[src/rtl/dshot_tx_pkg.sv]
package dshot_tx_pkg;

    localparam int DATA_SLOTS = 16;
    localparam int VALUE_W    = 11;

    function automatic logic [3:0] frame_crc(input logic [VALUE_W-1:0] value, input logic tele);
        logic [11:0] w;
        w = {value, tele};
        return w[3:0] ^ w[7:4] ^ w[11:8];
    endfunction

    function automatic logic [DATA_SLOTS-1:0] frame_word(input logic [VALUE_W-1:0] value);
        return {value, 1'b0, frame_crc(value, 1'b0)};
    endfunction

endpackage

[src/rtl/dshot_slot_timer.sv]
module dshot_slot_timer #(
    parameter int PERIOD = 80
) (
    input  logic                      clk,
    input  logic                      rst,
    output logic [$clog2(PERIOD)-1:0] cnt,
    output logic                      last
);
    localparam int CW = $clog2(PERIOD);
    localparam logic [CW-1:0] CNT_MAX = CW'(PERIOD - 1);

    typedef struct packed {
        logic [CW-1:0] cnt;
    } tmr_t;

    tmr_t t_d, t_q;

    always_comb begin
        t_d = t_q;
        if (t_q.cnt == CNT_MAX) t_d.cnt = '0;
        else                    t_d.cnt = t_q.cnt + 1'b1;
    end

    always_ff @(posedge clk) begin
        if (rst) t_q.cnt <= CNT_MAX;
        else     t_q <= t_d;
    end

    assign cnt  = t_q.cnt;
    assign last = (t_q.cnt == CNT_MAX);

    a_r7_cnt_bound: assert property (@(posedge clk) disable iff (rst)
        t_q.cnt <= CNT_MAX);

    a_r7_wrap: assert property (@(posedge clk) disable iff (rst)
        last |=> (cnt == '0));

endmodule

[src/rtl/dshot_frame_seq.sv]
module dshot_frame_seq
    import dshot_tx_pkg::*;
#(
    parameter int GAP_SLOTS = 6
) (
    input  logic               clk,
    input  logic               rst,
    input  logic               last,
    input  logic               wr_en,
    input  logic [VALUE_W-1:0] wr_value,
    output logic               data_slot,
    output logic               bit_val,
    output logic               frame_first
);
    localparam int TOTAL = DATA_SLOTS + GAP_SLOTS;
    localparam int SW    = $clog2(TOTAL);
    localparam logic [SW-1:0] SLOT_MAX  = SW'(TOTAL - 1);
    localparam logic [SW-1:0] DATA_LIM  = SW'(DATA_SLOTS);

    typedef struct packed {
        logic [SW-1:0]         slot;
        logic [VALUE_W-1:0]    shadow;
        logic [DATA_SLOTS-1:0] word;
    } seq_t;

    seq_t s_d, s_q;
    logic wrap;
    logic [3:0] bit_idx;

    assign wrap = last && (s_q.slot == SLOT_MAX);

    always_comb begin
        s_d = s_q;
        if (wr_en) s_d.shadow = wr_value;
        if (last) begin
            if (s_q.slot == SLOT_MAX) begin
                s_d.slot = '0;
                s_d.word = frame_word(wr_en ? wr_value : s_q.shadow);
            end else begin
                s_d.slot = s_q.slot + 1'b1;
            end
        end
    end

    always_ff @(posedge clk) begin
        if (rst) begin
            s_q.slot   <= SLOT_MAX;
            s_q.shadow <= '0;
            s_q.word   <= '0;
        end else begin
            s_q <= s_d;
        end
    end

    assign bit_idx     = 4'd15 - s_q.slot[3:0];
    assign data_slot   = (s_q.slot < DATA_LIM);
    assign bit_val     = data_slot && s_q.word[bit_idx];
    assign frame_first = (s_q.slot == '0);

    a_r6_slot_bound: assert property (@(posedge clk) disable iff (rst)
        s_q.slot <= SLOT_MAX);

    a_r9_word_hold: assert property (@(posedge clk) disable iff (rst)
        !wrap |=> $stable(s_q.word));

    a_r3_tele_zero: assert property (@(posedge clk) disable iff (rst)
        (s_q.slot == SW'(11)) |-> !bit_val);

endmodule

[src/rtl/dshot_pulse_shaper.sv]
module dshot_pulse_shaper #(
    parameter int PERIOD    = 80,
    parameter bit RATIO_ALT = 1'b0
) (
    input  logic                      clk,
    input  logic                      rst,
    input  logic [$clog2(PERIOD)-1:0] cnt,
    input  logic                      data_slot,
    input  logic                      bit_val,
    input  logic                      frame_first,
    output logic                      line_out,
    output logic                      frame_start
);
    localparam int CW = $clog2(PERIOD);
    localparam int HI_ONE  = RATIO_ALT ? (PERIOD * 71) / 100 : (PERIOD * 72) / 100;
    localparam int HI_ZERO = RATIO_ALT ? (PERIOD * 39) / 100 : (PERIOD * 37) / 100;
    localparam logic [CW-1:0] THR_ONE  = CW'(HI_ONE);
    localparam logic [CW-1:0] THR_ZERO = CW'(HI_ZERO);

    typedef struct packed {
        logic line;
        logic fs;
    } shp_t;

    shp_t p_d, p_q;
    logic [CW-1:0] thr;

    always_comb begin
        thr      = bit_val ? THR_ONE : THR_ZERO;
        p_d.line = data_slot && (cnt < thr);
        p_d.fs   = frame_first && (cnt == '0);
    end

    always_ff @(posedge clk) begin
        if (rst) p_q <= '0;
        else     p_q <= p_d;
    end

    assign line_out    = p_q.line;
    assign frame_start = p_q.fs;

    a_r6_gap_low: assert property (@(posedge clk) disable iff (rst)
        !data_slot |=> !line_out);

    a_r11_fs_single: assert property (@(posedge clk) disable iff (rst)
        frame_start |=> !frame_start);

    a_r4_one_pulse: assert property (@(posedge clk) disable iff (rst)
        (!line_out && (cnt != '0)) |=> !line_out);

    a_r4_rise_at_start: assert property (@(posedge clk) disable iff (rst)
        $rose(line_out) |-> (cnt == CW'(1)));

endmodule

[src/rtl/dshot_tx.sv]
module dshot_tx
    import dshot_tx_pkg::*;
#(
    parameter int CLK_HZ    = 48_000_000,
    parameter int BIT_RATE  = 600_000,
    parameter bit RATIO_ALT = 1'b0,
    parameter int GAP_SLOTS = 6
) (
    input  logic        clk,
    input  logic        rst,
    input  logic        wr_en,
    input  logic [10:0] wr_value,
    output logic        line_out,
    output logic        frame_start
);
    localparam int PERIOD = CLK_HZ / BIT_RATE;
    localparam int CW     = $clog2(PERIOD);

    logic [CW-1:0] cnt;
    logic          last;
    logic          data_slot;
    logic          bit_val;
    logic          frame_first;

    dshot_slot_timer #(.PERIOD(PERIOD)) u_timer (
        .clk  (clk),
        .rst  (rst),
        .cnt  (cnt),
        .last (last)
    );

    dshot_frame_seq #(.GAP_SLOTS(GAP_SLOTS)) u_seq (
        .clk         (clk),
        .rst         (rst),
        .last        (last),
        .wr_en       (wr_en),
        .wr_value    (wr_value),
        .data_slot   (data_slot),
        .bit_val     (bit_val),
        .frame_first (frame_first)
    );

    dshot_pulse_shaper #(.PERIOD(PERIOD), .RATIO_ALT(RATIO_ALT)) u_shaper (
        .clk         (clk),
        .rst         (rst),
        .cnt         (cnt),
        .data_slot   (data_slot),
        .bit_val     (bit_val),
        .frame_first (frame_first),
        .line_out    (line_out),
        .frame_start (frame_start)
    );

    a_r12_reset_quiet: assert property (@(posedge clk)
        rst |=> (!line_out && !frame_start));

endmodule

[config.mk]
export PLATFORM = sky130hd
export DESIGN_NAME = dshot_tx
export DESIGN_NICKNAME = d
export VERILOG_FILES = /design/src/rtl/dshot_tx_pkg.sv /design/src/rtl/dshot_slot_timer.sv /design/src/rtl/dshot_frame_seq.sv /design/src/rtl/dshot_pulse_shaper.sv /design/src/rtl/dshot_tx.sv
export SDC_FILE = /design/constraint.sdc
export NUM_CORES = 1
export LEC_CHECK = 0
export ABC_AREA = 1
export BUFFER_PORTS_ARGS = -buffer_cell sky130_fd_sc_hd__buf_2
export CORE_ASPECT_RATIO = 1.1
export CORE_MARGIN = 5
export CORE_UTILIZATION = 50
export DETAILED_ROUTE_END_ITERATION = 6
export GPL_TIMING_DRIVEN = 0
export PLACE_DENSITY = 0.64
export REMOVE_ABC_BUFFERS = 1
export SETUP_SLACK_MARGIN = 0.15
export SLEW_MARGIN = 10
export SYNTH_ARGS = -nofsm -noshare
export SYNTH_HDL_FRONTEND = slang
export SYNTH_SLANG_ARGS = --single-unit
[constraint.sdc]
create_clock -name clk -period 2.45 [get_ports clk]
set_input_delay 0.3675 -clock clk [delete_from_list [all_inputs] [get_ports clk]]
set_output_delay 0.3675 -clock clk [all_outputs]
set_load 0.02 [all_outputs]
; After elaboration in Yosys (flattened, before gate mapping)
; Cells that the tools add are included.
[op_classes]
addsub = 3
order_cmp = 3
n_eq_ne = 2
mux = 6
n_bitwise = 2
reduce_logical = 7
[ops]
columns = cell, n
row1 = two-way mux 11 bit, 1
row2 = XOR 4 bit, 2
row3 = adder 7 x 1 -> 7 bit (second input constant), 1
row4 = == test 7 bit (second input constant), 1
row5 = zero test 7 bit, 1
row6 = < comparator 7 bit, 1
row7 = two-way mux 7 bit, 1
row8 = two-way mux 6 bit, 1
row9 = adder 5 x 1 -> 5 bit (second input constant), 1
row10 = == test 5 bit (second input constant), 1
row11 = zero test 5 bit, 1
row12 = < comparator 4 x 5 -> 1 bit (second input constant), 1
row13 = < comparator 5 bit (second input constant), 1
row14 = two-way mux 5 bit, 1
row15 = binary-select mux 1 bit (select 4 bit), 1
row16 = subtractor 4 bit (first input constant), 1
row17 = logical AND 1 bit, 3
row18 = AND reduction 2 bit, 1
row19 = OR reduction 2 bit, 1
row20 = two-way mux 1 bit, 1
[totals]
reg_bits = 40
inputBits = 14
output_inout_bits = 2
wordCells = 30

; Longest topological paths before layout
; Gate-level depths: netlist (run 1).
[depth]
word_depth = 7
ltp_mapped = 14
depth_no_buf = 12

; Cells and area by module
; From an unflattened synthesis (run 1), not the netlist that was laid out.
[hier_totals]
cells_unflattened = 311
area_unflattened_um2 = 2165.8
[by_module_without_submodules]
columns = module, n_inst, cells_per_inst, area_per_inst_um2, seq_area_each_um2
row1 = dshot_frame_seq, 1, 244, 1686.6, 620.6
row2 = dshot_slot_timer, 1, 48, 342.8, 140.1
row3 = dshot_pulse_shaper, 1, 19, 136.4, 40.0

; Worst setup path after synthesis (run 1)
; Ideal clock, no wire load.
[synth_timing]
kind = reg-to-reg
startpoint = register u_seq.s_q[27] (netlist name)
endpoint = register u_shaper.p_q (netlist bit u_shaper.line_out)
setup_time_ns = 0.074
arrival_ns = 1.557
required_ns = 2.376
path_slack_ns = 0.819
path_stages_with_launch = 15
n_path_buf = 2
period_less_slack_ns = 1.631
path_cell_list = dfxtp_1 buf_2 inv_1 buf_2 nand2_1 nand3_1 nand2_1 nand2_1 nand2_1 nor2_1 nor2_1 ha_1 o21ai_0 nand2_1 a31oi_1
[synth_between]
elab_chain_cells = 7
elab_cells_between_ends = 8
classes_between = add/sub (1) / order compare (2) / mux (3) / reduce/logical (2)
[synth_lines]
columns = element, line_no
row1 = start: declaration, dshot_frame_seq.sv:26  ; seq_t s_d, s_q;
row2 = subtractor 4 bit, dshot_frame_seq.sv:55  ; assign bit_idx = 4'd15 - s_q.slot[3:0];
row3 = binary-select mux 1 bit (select 4 bit), dshot_frame_seq.sv:57  ; assign bit_val = data_slot && s_q.word[bit_idx];
row4 = two-way mux 1 bit (not written as such), dshot_frame_seq.sv:57
row5 = logical AND 1 bit, dshot_frame_seq.sv:57
row6 = two-way mux 6 bit, dshot_pulse_shaper.sv:29  ; thr = bit_val ? THR_ONE : THR_ZERO;
row7 = < comparator 7 bit, dshot_pulse_shaper.sv:30  ; p_d.line = data_slot && (cnt < thr);
row8 = logical AND 1 bit *, dshot_pulse_shaper.sv:30
row9 = end signal: assignment, dshot_pulse_shaper.sv:36  ; else p_q <= p_d;
row10 = end: declaration, dshot_pulse_shaper.sv:25  ; shp_t p_d, p_q;
; Every way passes the cells marked *; elsewhere a longest branch is shown, timed or not. The select of a mux whose other input is x is not followed.
; A chain may end at the register's enable or synchronous reset.

; Worst setup path in the final report (run 1)
; Ends and elaborated chain as after synthesis.

==> results of run 1 <==
[per-layer routing]
metal / track usage, % / share of wire, % / vias up
met4: 5.54 / 1.3 / 0
met1: 18.6 / 45 / 776
li1: - / - / 1014
met2: 26.8 / 50 / 33
met5: 0 / 0 / -
met3: 4.05 / 4.0 / 6
[final cells by class]
cell class / instances / area, µm² / area share (%)
timing repair buffer: 15 / 75.1 / 3.25
clock buffer: 5 / 68.8 / 2.98
multi-input combinational: 226 / 1090 / 47.1
inverter: 56 / 210 / 9.10
sequential: 40 / 801 / 34.7
tap: 54 / 67.6 / 2.92
[worst max path at each step]
stage | endpoint | slack (ns) | depth (start not counted)
2_1_floorplan | u_shaper.line_out | 0.86 | 12
3_3_place_gp | u_shaper.line_out | 0.53 | 12
3_5_place_dp | u_shaper.line_out | 0.48 | 12
4_1_cts | u_shaper.line_out | 0.46 | 12
5_1_grt | u_shaper.line_out | 0.28 | 12
6_report | u_shaper.line_out | 0.48 | 12
[metrics by stage]
stage,instance area [µm²],hold slack (ns),power [mW],utilization [%]
final,2310,0.436,2.36,54.3
after global routing,2310,0.463,2.61,54.3
after CTS,2310,0.435,2.39,54.3
after detailed placement,2240,0.451,1.99,52.7
after global placement,2240,0.444,1.98,52.7
after floorplan,2100,0.428,1.77,-
[layout by cell type (no fill, tap or decap)]
cell type    n
nor2_1      45
nand3_2      1
ha_1         7
buf_2       15
nand3_1     25
nor3_1       3
nand3_4      1
clkbuf_8     5
inv_2        2
nor2_2       9
xor2_1       2
a21oi_1      6
a31oi_1      1
nor2_4       5
o21ai_0     16
nand2_1    102
inv_1       54
o211ai_1     2
dfxtp_1     40
nor2_8       1
[cell families after synthesis]
kind of cell | after synthesis | synth area share, %
AND/OR/NAND/NOR | 192 | 39.0
buffers and inverters | 67 | 13.5
flip-flops | 40 | 36.7
AO/OA/AOI/OAI | 25 | 6.02
adder cells (fa/ha/maj) | 7 | 4.01
XOR/XNOR | 2 | 0.802
[sequential cells by signal (all words and copies together) (netlist names)]
name	count
u_seq.s_q	31
u_timer.cnt	7
u_shaper.frame_start	1
u_shaper.line_out	1
[report_power, final]
group          internal, mW  leakage [nW]  total (mW)  switching (mW)
Combinational         0.354         0.858        1.01           0.658
Clock                 0.184        0.0359       0.392           0.208
Sequential            0.814         0.330       0.960           0.146
Total                  1.35          1.22        2.36            1.01
[worst register-to-register path, cell delays in order (launching register included)]
cell and delay, ns:
dfxtp_1 0.54, inv_1 0.25, nand2_1 0.11, nand3_1 0.07
nand2_1 0.09, nand2_1 0.05, nand2_1 0.07, nor2_1 0.04
nor2_1 0.12, ha_1 0.24, o21ai_0 0.07, nand2_1 0.08
a31oi_1 0.16
==> results.ini, run 1 <==
[clock_network]
insertion_delay_ns = 0.29
cts_buffer_depth = 2
cts_setup_buffers = 0
cts_resized = 0
cts_buffers = 5
clock-sinks = 40
hold_buffers = 0
cts.clk_slew.worst_paths_ns = 0.07
cts_tree = yes
htree_num_levels = 2
cts-root-buf = clkbuf_8

[global_route]
first_global_vias = 1620
grt_start_max_net_pins = 23
grt_first_pass_wirelength_um = 7130
grt_overflow_total = 0
track_usage_pct = 15.7
antenna_found_initial = 0

[place]
hpwl_um = 3040
io_buffers = 15
post-place-ws_ns = 0.485
place_congestion = 0.784
dp.cells = 391

[run]
cap_violations = 0

[final_layout]
nets = 365
num-fill-cells = 458
antenna_cells = 0
syn_to_final_growth_pct = 5.85
finalNonFillerCells = 396
drive_gt1_share_pct = 11.4

[yosys]
synth_top_cell_by_area = dfxtp_1
syn_area_um2 = 2180
synth_ff_type = dfxtp_1
synth_common_cells = 102 x nand2_1, 54 x inv_1, 45 x nor2_1, 40 x dfxtp_1, 25 x nand3_1
synthArstFlopShare_pct = 0
synth_seq_area_share_pct = 36.7
synth_top_area_share_pct = 36.7
synth_edf_count = 0
synth.distinct_cells = 22
ys_ff_latch = 40
synth_warnings = 0
syn_area_per_cell_um2 = 6.56
synthCells = 333
yosysMostFrequentCell = nand2_1
netlist_top_cells_area = dfxtp_1 37%, nand2_1 18%, inv_1 9.3%, nor2_1 7.7%, nand3_1 5.7%

[worst_setup_path]
critPathArrivalTime_ns = 2.18
r2r-start = u_seq.s_q[27]
cp-startpoint = u_seq.s_q[27]
worst_path_max_delay_cell = dfxtp_1
critPathMaxFanout = 11
required_ns = 2.66
path_cells = inv_1 -> nand2_1 -> nand3_1 -> nand2_1 -> nand2_1 -> nand2_1 -> nor2_1 -> nor2_1 -> ha_1 -> o21ai_0 -> nand2_1 -> a31oi_1
critPathMaxStageDelay_ns = 0.54
r2r_cells = 12
cp_num_buf_inv = 1
r2r-end = u_shaper.line_out
path_common_cell = nand2_1
critical_path_class = reg2reg
startpoint_type = register
setup.worst_path.end_class = register
rrSetupSlack_ns = 0.48
cp_top_family = simple AND/OR/NAND/NOR gates

[floorplanning]
num_rows = 25
die_x_um = 73.0
fp.dieH_um = 79.3
core_um2 = 4250
dieArea_um2 = 5790
ioPinCount = 16
start_util_pct = 51.3

[sta]
setup_slack_ns = 0.479
fin_tns_setup_ns = 0
maxSlewViolCount = 0
hold_violations = 0
rsz0062_at_grt = no
worstMarginPinSlew_ns = 0.482
clock.fmax_mhz = 507
finalCriticalPeriod_ns = 1.97
fin_worst_skew_ns = 0.00356
setup_viol = 0
maxSlewHeadroom_pct = 67.8
period_share_pct = 80.5

[drt]
post_drt_wl_per_cell_um = 10.4
postRouteAntennaNets = 0
first_iter_violations = 58
vias = 1829
vias_per_cell = 4.62
routed_wl_um = 4110
drc = 0
drtPass1Iterations = 4

[min_path]
hold_end = u_seq.s_q[16]
hold_depth = 5
hold_path.class = in2reg
min_from = wr_value[0]

[power]
ir_worst_vdd_uv = 446
p_per_area_nw_per_um2 = 1020
leakage_nw = 1.22

[status]
outcome = finished, final reports clean

Note: power is estimated with default switching activity, not from simulation.
==> run 2, diff against run 1 <==
--- a/config.mk
+++ b/config.mk
@@ -12,7 +12,7 @@
 export CORE_UTILIZATION = 50
 export DETAILED_ROUTE_END_ITERATION = 6
 export GPL_TIMING_DRIVEN = 0
-export PLACE_DENSITY = 0.64
+export PLACE_DENSITY = 0.67
 export REMOVE_ABC_BUFFERS = 1
 export SETUP_SLACK_MARGIN = 0.15
 export SLEW_MARGIN = 10
==> constraint.sdc (replaced) <==
create_clock -name clk -period 1.7 [get_ports clk]
set_input_delay 0.255 -clock clk [delete_from_list [all_inputs] [get_ports clk]]
set_output_delay 0.255 -clock clk [all_outputs]
set_load 0.02 [all_outputs]
==> run 2 against run 1 <==
Effect of this change: utilization grew 3.3 points; hold slack got worse by 0.10 ns; clock power increased by 41%; power up 60%; flip-flop and latch count stayed put; die area unchanged.
==> results.ini, run 2 (synthesis gave the netlist of run 1 again) <==
[final_layout]
layout_commonest_cell = nand2_1
final_cell_mix = 99 x nand2_1, 51 x inv_1, 44 x nor2_1
regMostFlops = u_seq.s_q
drive_gt1_share_pct = 17.5  ; +6.1 points
largestRegisters = u_seq.s_q (31), u_timer.cnt (7)
num-fill-cells = 434  ; -5.2%
nets = 377  ; +3.3%
antenna_cells = 0  ; unchanged
fin_util_pct = 57.6  ; +3.3 points
largest_reg_flops = 31  ; unchanged
syn_to_final_growth_pct = 12.3
stdcell_area_um2 = 2450  ; +6.1%

[clock_network]
cts.clk_slew.worst_paths_ns = 0.07  ; about the same
cts_buffer_depth = 2  ; unchanged
htree_num_levels = 2  ; unchanged
cts-root-buf = clkbuf_8
clock-sinks = 40  ; unchanged
cts_buffers = 5  ; unchanged
cts_tree = yes
insertion_delay_ns = 0.28  ; about the same
hold_buffers = 0  ; unchanged

[worst_setup_path]
critPathMaxFanout = 10  ; -1
critical_path_class = reg2reg
required_ns = 1.91  ; -0.75 ns
r2r-start = u_seq.s_q[27]
critPathArrivalTime_ns = 1.86  ; -0.32 ns
r2r-end = u_shaper.line_out
setup.worst_path.end_class = register
rrSetupSlack_ns = 0.05  ; -0.43 ns
r2r_cells = 12  ; unchanged
startpoint_type = register

[place]
dpl_cell_area_um2 = 2240  ; unchanged
place_congestion = 0.810  ; +3.3%
io_buffers = 15  ; unchanged
hpwl_um = 3010  ; -1.2%
post-place-ws_ns = -0.182  ; -0.667 ns

[drt]
vias = 1891  ; +3.4%
postRouteAntennaNets = 0  ; unchanged
drtPass1Iterations = 4  ; unchanged
first_iter_violations = 45  ; -22%
drc = 0  ; unchanged
post_drt_wl_per_cell_um = 10.4  ; +0.53%
routed_wl_um = 4250  ; +3.6%
vias_per_cell = 4.63  ; +0.35%

[sta]
clock.fmax_mhz = 604  ; +19%
maxSlewHeadroom_pct = 73.8  ; +6.0 points
setup_slack_ns = 0.0453  ; -0.433 ns
rsz0062_at_grt = yes
maxSlewViolCount = 0  ; unchanged
setup_viol = 0  ; unchanged
fin_worst_skew_ns = 0.00510  ; +0.00154 ns
finalCriticalPeriod_ns = 1.65  ; -0.317 ns
worstMarginPinSlew_ns = 0.393  ; -0.0889 ns
hold_violations = 0  ; unchanged
period_share_pct = 97.3  ; +17 points

[global_route]
first_global_vias = 1703  ; +5.1%
grt_overflow_total = 0  ; unchanged
grt_first_pass_wirelength_um = 7530  ; +5.7%
grt_start_max_net_pins = 23  ; unchanged
track_usage_pct = 16.9  ; +1.2 points
antenna_found_initial = 0  ; unchanged

[floorplanning]
num_rows = 25  ; unchanged
core_um2 = 4250  ; unchanged
start_util_pct = 51.3  ; unchanged
dieArea_um2 = 5790  ; unchanged
ioPinCount = 16  ; unchanged
die_x_um = 73.0  ; unchanged
fp.dieH_um = 79.3  ; unchanged

[min_path]
min_from = wr_value[2]
hold_depth = 5  ; unchanged
hold_path.class = in2reg
hold_end = u_seq.s_q[18]

[run]
cap_violations = 0  ; unchanged

[power]
p_per_area_nw_per_um2 = 1540  ; +51%
ir_worst_vdd_uv = 667  ; +50%
leakage_nw = 1.29  ; +5.2%

[status]
outcome = finished, final reports clean

## run 2: worst max-delay path, cell delays in order, from the launching register on
cell and delay (ns):
dfxtp_4 0.36, buf_4 0.17, nand2_1 0.07, nand3_1 0.09, nand2_1 0.08, nand2_1 0.06, nand2_1 0.06, nor2_1 0.11
nor2_1 0.05, ha_1 0.26, o21ai_0 0.07, nand2_1 0.07, a31oi_1 0.14
## run 2: worst max path at each step
stage | from | to | slack (ns) | cells after the start
2_1_floorplan | u_seq.s_q[27] | u_shaper.line_out | 0.11 | 12
3_3_place_gp | u_seq.s_q[27] | u_shaper.line_out | -0.14 | 12
3_5_place_dp | u_seq.s_q[27] | u_shaper.line_out | -0.18 | 12
4_1_cts | u_seq.s_q[27] | u_shaper.line_out | 0.05 | 13
5_1_grt | u_seq.s_q[27] | u_shaper.line_out | -0.14 | 13
6_report | u_seq.s_q[27] | u_shaper.line_out | 0.05 | 12
## run 2: final cells by class
class                   count  area [µm²]  area share [%]
flip-flops and latches     40         808            33.0
well taps                  54        67.6            2.76
clock buffers               5        68.8            2.81
multi-input cells         226        1100            45.0
inverters                  56         214            8.72
repair buffers             27         190            7.76
## run 2: report_power, final
part	internal, mW	switching (mW)	leakage [nW]
clock network	0.264	0.288	0.0359
logic	0.753	1.09	0.922
registers	1.19	0.200	0.330
total	2.20	1.58	1.29
## run 2: stage by stage
step	hold WS [ns]	TNS [ns]	total power, mW	cells
finish	0.335	0	3.78	408
global route	0.358	-0.141	4.16	408
CTS	0.323	0	3.74	408
detailed placement	0.462	-0.579	2.89	391
global placement	0.448	-0.357	2.86	391
floorplan	0.339	0	2.55	322
## run 2: what timing repair did
| action | CTS | global route |
|---|---|---|
| cloned | 0 | 0 |
| endpoints found under the setup margin | 18 | 23 |
| buffers inserted | 12 | 0 |
| pin swaps | 2 | 2 |
| resized for setup | 7 | 9 |
## run 2: layer usage
layer	share of wire, %	global-route usage (%)	vias up
met3	2.4	3.54	12
met4	2.6	8.49	0
met2	49	27.5	23
met5	0	0	-
li1	-	-	1041
met1	46	20.8	815
